<file path="src/rtl/baud_phase_pkg.sv">
package baud_phase_pkg;

  // Two-bit Gray sequence of one divide-by-four cell; codes are behavioural:
  // the phase decode keys on the lead (01) and trail (10) codes.
  typedef enum logic [1:0] {
    GS_IDLE  = 2'b00,
    GS_LEAD  = 2'b01,
    GS_HOLD  = 2'b11,
    GS_TRAIL = 2'b10
  } gray_state_t;

  function automatic gray_state_t gray_step(input gray_state_t cur);
    gray_state_t nxt;
    case (cur)
      GS_IDLE:  nxt = GS_LEAD;
      GS_LEAD:  nxt = GS_HOLD;
      GS_HOLD:  nxt = GS_TRAIL;
      default:  nxt = GS_IDLE;
    endcase
    return nxt;
  endfunction

endpackage

</file>
<file path="src/rtl/gray_div4_cell.sv">
module gray_div4_cell
  import baud_phase_pkg::*;
(
  input  logic        clk,
  input  logic        rst,
  input  logic        adv,
  output gray_state_t state_nxt
);

  gray_state_t state_q;

  always_comb begin
    state_nxt = adv ? gray_step(state_q) : state_q;
  end

  always_ff @(posedge clk) begin
    if (rst) begin
      state_q <= GS_IDLE;
    end else begin
      state_q <= state_nxt;
    end
  end

endmodule

</file>
<file path="src/rtl/phase_pulse_decode.sv">
module phase_pulse_decode
  import baud_phase_pkg::*;
(
  input  logic        clk,
  input  logic        rst,
  input  logic        adv,
  input  gray_state_t state_nxt,
  output logic        phi1_q,
  output logic        phi2_q
);

  // Registered decode: a strobe lasts only the cycle in which the cell
  // enters the lead or trail code, whatever the cell's dwell time.
  always_ff @(posedge clk) begin
    if (rst) begin
      phi1_q <= 1'b0;
      phi2_q <= 1'b0;
    end else begin
      phi1_q <= adv && (state_nxt == GS_LEAD);
      phi2_q <= adv && (state_nxt == GS_TRAIL);
    end
  end

endmodule

</file>
<file path="src/rtl/baud_phase_gen.sv">
module baud_phase_gen
  import baud_phase_pkg::*;
#(
  parameter int STAGES = 2
) (
  input  logic              clk,
  input  logic              rst,
  output logic [STAGES-1:0] phi1_o,
  output logic [STAGES-1:0] phi2_o,
  output logic              baud_tick_o
);

  logic [STAGES-1:0] adv_w;

  for (genvar g = 0; g < STAGES; g++) begin : g_cell
    gray_state_t nxt_w;

    if (g == 0) begin : g_head
      assign adv_w[g] = 1'b1;
    end else begin : g_tail
      assign adv_w[g] = phi2_o[g-1];
    end

    gray_div4_cell u_cell (
      .clk       (clk),
      .rst       (rst),
      .adv       (adv_w[g]),
      .state_nxt (nxt_w)
    );

    phase_pulse_decode u_dec (
      .clk       (clk),
      .rst       (rst),
      .adv       (adv_w[g]),
      .state_nxt (nxt_w),
      .phi1_q    (phi1_o[g]),
      .phi2_q    (phi2_o[g])
    );
  end

  assign baud_tick_o = phi1_o[STAGES-1];

endmodule

</file>
<file path="config.mk">
export PLATFORM = sky130hd
export DESIGN_NAME = baud_phase_gen
export DESIGN_NICKNAME = d
export VERILOG_FILES = /design/src/rtl/baud_phase_pkg.sv /design/src/rtl/gray_div4_cell.sv /design/src/rtl/phase_pulse_decode.sv /design/src/rtl/baud_phase_gen.sv
export SDC_FILE = /design/constraint.sdc
export NUM_CORES = 1
export LEC_CHECK = 0
export BUFFER_PORTS_ARGS = -buffer_cell sky130_fd_sc_hd__buf_2
export CORE_AREA = 2 2 39 41
export DETAILED_ROUTE_END_ITERATION = 10
export DIE_AREA = 0 0 41 43
export GPL_ROUTABILITY_DRIVEN = 1
export GPL_TIMING_DRIVEN = 0
export PLACE_DENSITY = 0.4
export SYNTH_ARGS = -nofsm -noshare
export SYNTH_HDL_FRONTEND = slang
export SYNTH_SLANG_ARGS = --single-unit
export TNS_END_PERCENT = 50
</file>
<file path="constraint.sdc">
create_clock -name clk -period 0.8 [get_ports clk]
set_input_delay 0.04 -clock clk [delete_from_list [all_inputs] [get_ports clk]]
set_output_delay 0.04 -clock clk [all_outputs]
set_load 0.05 [all_outputs]
</file>
Word-level counts from Yosys, hierarchy flattened:

Index checks and enable logic that the tools add are counted.
Widths: inputs -> output; s select.

* flip-flop bits (word level): 8
* output and inout port bits: 5

* mux-type cells: 3
* reductions and logical operators: 4
* equal/unequal tests: 8

Operators with widths (number)
* $pmux 2 s3: 2
* $eq 2x1->1 const B: 4
* $eq 2x2->1 const B: 4
* $logic_not 2->1: 2
* $logic_and 1x1->1: 2
* $mux 2: 1

Longest topological paths before layout:

* depth after elaboration: 5
* mapped depth: 2

Modules after synthesis:

From an unflattened synthesis, not the netlist that was laid out.

* cell total of the unflattened synthesis: 26
* area, all modules: 321.6 sq um

Modules (own cells, without submodules)
* gray_div4_cell: instances 2, seq. area each 40.0 sq um, area each 90.1 sq um, cells an instance 8
* phase_pulse_decode: instances 2, seq. area each 40.0 sq um, area each 65.1 sq um, cells an instance 4
* baud_phase_gen: instances 1, seq. area each 0.0 sq um, area each 11.3 sq um, cells an instance 2

Worst setup path before layout:

Ideal clock, no wire load.

* path type: reg2out
* start: reg g_cell[1].u_dec.phi1_q
* end: out phi1_o[1]
* buffers on the path: 1
* setup slack: -0.134 ns
* arrival time: 0.894 ns
* data required time: 0.760 ns
* stages on the path, launching flop included: 2
* cell sequence: dfxtp_1 > buf_4

RTL lines
* from (decl): RTL line phase_pulse_decode.sv:8 `output logic phi1_q,`
* from (signal assigned): RTL line phase_pulse_decode.sv:19 `phi1_q <= adv && (state_nxt == GS_LEAD);`
* to (decl): RTL line baud_phase_gen.sv:8 `output logic [STAGES-1:0] phi1_o,`

No word-level cell between the ends.

Worst setup path in the final report:

* start: reg g_cell[0].u_dec.phi2_q
* end: out phi2_o[0]

RTL lines
* from (decl): RTL line phase_pulse_decode.sv:9 `output logic phi2_q`
* from (signal assigned): RTL line phase_pulse_decode.sv:20 `phi2_q <= adv && (state_nxt == GS_TRAIL);`
* to (decl): RTL line baud_phase_gen.sv:9 `output logic [STAGES-1:0] phi2_o,`

No word-level cell between the ends.

==> impl_results.md <==
* R2R depth at 3
* CTS HTree Levels at 1
* Crit Path Class: register to output pin
* Max Fclk at 1160 MHz
* Critical Path Fanout Max at 2
* RSZ-0062 raised after global routing: yes
* DRC at 0
* Unique masters post-synth at 11
* Worst Max-Slew Pin Slew at approximately 0.19 ns
* Synth top area share at 60.7%
* Final Hold Fails at 0
* Routed wl met3 at roughly 26 um
* Clk_skew at 0.00190 ns
* Number of nets in the layout at 37
* Post-synthesis compound-gate area fraction at 1.90%
* Max IR drop VDD at 0.639 mV
* Lkg Pwr at ~0.17 nW
* Largest net degree at the start of global routing at 8
* Starting Density at 19.1%
* Routed length on met1 at 138 um
* HP Start: rst
* Worst EP required at 0.76 ns
* Final Worst Setup Slack at -0.0622 ns
* Worst slew margin at around 87%
* Setup_tns at -0.186 ns
* Die area at 0.00176 sq mm
* Hold endpoint: g_cell[0].u_cell.state_q[0]
* CTS sink count at 8
* Commonest cells in the synthesized netlist: dfxtp_1, buf_4, nand2b_1, nor2_1
* Routed length per instance at 7.06 um
* Die height at 43 um
* Synth Area in Simple Gates at between 20% and 30%
* Diode count at 0
* Main synth FF type: dfxtp_1
* Top cells by area, synth: dfxtp_1, buf_4, nand2b_1, and4b_1, mux2i_1
* First-pass GRT wire length at just under 600 um
* I/O pin count at 7
* Dpl ws at -0.0160 ns
* PortBufs at 6
* Met2 wire length at 182 um
* Portion of netlist area occupied by mux cells at around 3.8%
* Vias at ~170
* Max stage delay on crit path at 0.33 ns
* Synthesized Nets at 25
* Startpoint class of the critical path: register
* Yosys reg bits at 8
* Syn avg cell area at 11.5 sq um
* Final Critical Period at 0.862 ns
* Mapped cell area at approximately 260 sq um
* Antenna violation net count after detailed routing at 0
* Layout cells sized above 1 at 54.5%
* Total grt overflow at 0
* Area growth syn-to-layout at 52.1%
* Die W at between 40 and 50 um
* Hold_buf cts at 0
* Sequential cell area fraction in the yosys report at 60.7%
* Arr. time, crit path at a little over 0.8 ns
* Slew Viols, Final at 0
* YS warnings at 0
* Num rows at 14
* Slowest-stage cell, CP: dfxtp_4
* CTS tree: built
* WHS Path Cells at 2
* Dpl hpwl at 265 um
* Pre-antenna DRT Iters at 2
* Max-cap violation count at 0
* CTS Buf Count at 3
* Worst-path cell chain: buf_6, buf_8
* Cell Pwr Density at 1920 mW/mm^2
* Avg Vias per Cell at 3.53
* Drt initial violations at 4
* Final setup viols at 4
* Top Layer Used: met3
* Final Cycle Share at 108%
* Core area at approximately 0.0014 sq mm
* Number of synthesized flops with an enable pin at 0
* Global placement routability congestion at 0.610
* Vias in the first global route at 161
* Worst-path clk slew at 0.05 ns
* Clock Tree Root: clkbuf_4
* Failing checks: setup timing
* Clock Tree Buf Depth at 2
* Leading area contributor after synthesis: dfxtp_1
* CP Capture Type: output pin
* Tot GR Track Use at 6.04%
* Initial antenna violation count at 0
* Cells after synthesis at 23
* Status: finished with violations
* Critical R2R Capture: g_cell[1].u_cell.state_q[0]
* Adder-cell area share of the yosys netlist at 0%
* R2r startpoint: g_cell[0].u_dec.phi2_q
* Count leader, synth: dfxtp_1
* Worst-skew pair later-pin latency at 0.24 ns
* Routed wire length at 346 um
* Type of the tightest min-delay check: input port to register
* R2r setup slk at roughly 0.01 ns
* Main combinational cell family by area after synthesis: simple AND/OR/NAND/NOR gates
* Async set-reset flop share out of synthesis at 0%
* Post-Synth XOR/XNOR Area at 0%
[kinds of logic after synthesis]
group,count (synthesis)
AO/OA/AOI/OAI,1
AND/OR/NAND/NOR,9
flip-flops,8
multiplexers,1
buffers and inverters,4
[flip-flops by register name (all words and copies together), names as in the netlist]
signal                 count
g_cell.u_cell.state_q      4
g_cell.u_dec.phi1_q        2
g_cell.u_dec.phi2_q        2
[layout make-up]
type / count / area [sq um]
repair buffers: 7 / 76.3
clock buffers: 3 / 22.5
flip-flops and latches: 8 / 165
well taps: 16 / 20.0
fillers: 142 / 982
multi-input cells: 11 / 80.1
plain buffers: 4 / 37.5
[critical path: cells and delay by family (launching register included)]
family	cells	cell delay (ns)
buf+inv	2	0.25
flops	1	0.33
[what timing repair did]
action                                  in CTS  in global routing
resized for setup                           17                  0
buffers inserted                             1                  0
pin swaps                                    1                  0
endpoints found under the setup margin       5                  7
[cells in the final DEF, fill, tap and decap left out, drive strengths merged]
cell type,netlist,routed
a21oi,1,1
and2,1,1
and4b,1,1
buf,4,11
clkbuf,0,3
dfxtp,8,8
mux2i,1,1
nand2b,2,2
nor2,2,2
nor2b,1,1
nor3,1,1
nor4b,1,1
[through the flow]
| stage | util (%) | power [mW] | instance area (sq um) | std cells | hold slack, ns |
|---|---|---|---|---|---|
| floorplan | - | 0.466 | 265 | 23 | 0.107 |
| CTS | 29.0 | 0.791 | 402 | 49 | 0.0417 |
| global route | 29.0 | 0.825 | 402 | 49 | 0.0541 |
| detailed placement | 22.8 | 0.481 | 315 | 45 | 0.299 |
| finish | 29.0 | 0.770 | 402 | 49 | 0.0495 |
| global placement | 22.8 | 0.479 | 315 | 45 | 0.289 |
[metal layers]
layer / vias to the layer above / global-route usage (%)
met5: - / 0
met4: 0 / 10.0
met3: 0 / 4.71
met2: 7 / 7.19
met1: 73 / 4.22
li1: 93 / -
[how the worst max path moves through the flow]
stage                            from        end  slack (ns)  depth (start not counted)
5_1_grt        g_cell[0].u_dec.phi2_q  phi2_o[0]       -0.10                          2
6_report       g_cell[0].u_dec.phi2_q  phi2_o[0]       -0.06                          2
2_1_floorplan  g_cell[1].u_dec.phi1_q  phi1_o[1]        0.04                          1
4_1_cts        g_cell[0].u_dec.phi2_q  phi2_o[0]       -0.08                          2
3_3_place_gp   g_cell[0].u_dec.phi2_q  phi2_o[0]       0.005                          2
3_5_place_dp   g_cell[0].u_dec.phi2_q  phi2_o[0]       -0.02                          2
[power breakdown]
part	switching, mW	total (mW)	internal (mW)
Sequential	0.00692	0.418	0.411
Clock	0.115	0.285	0.170
Combinational	0.0360	0.0668	0.0308
Note: power is estimated with default switching activity, not from simulation.
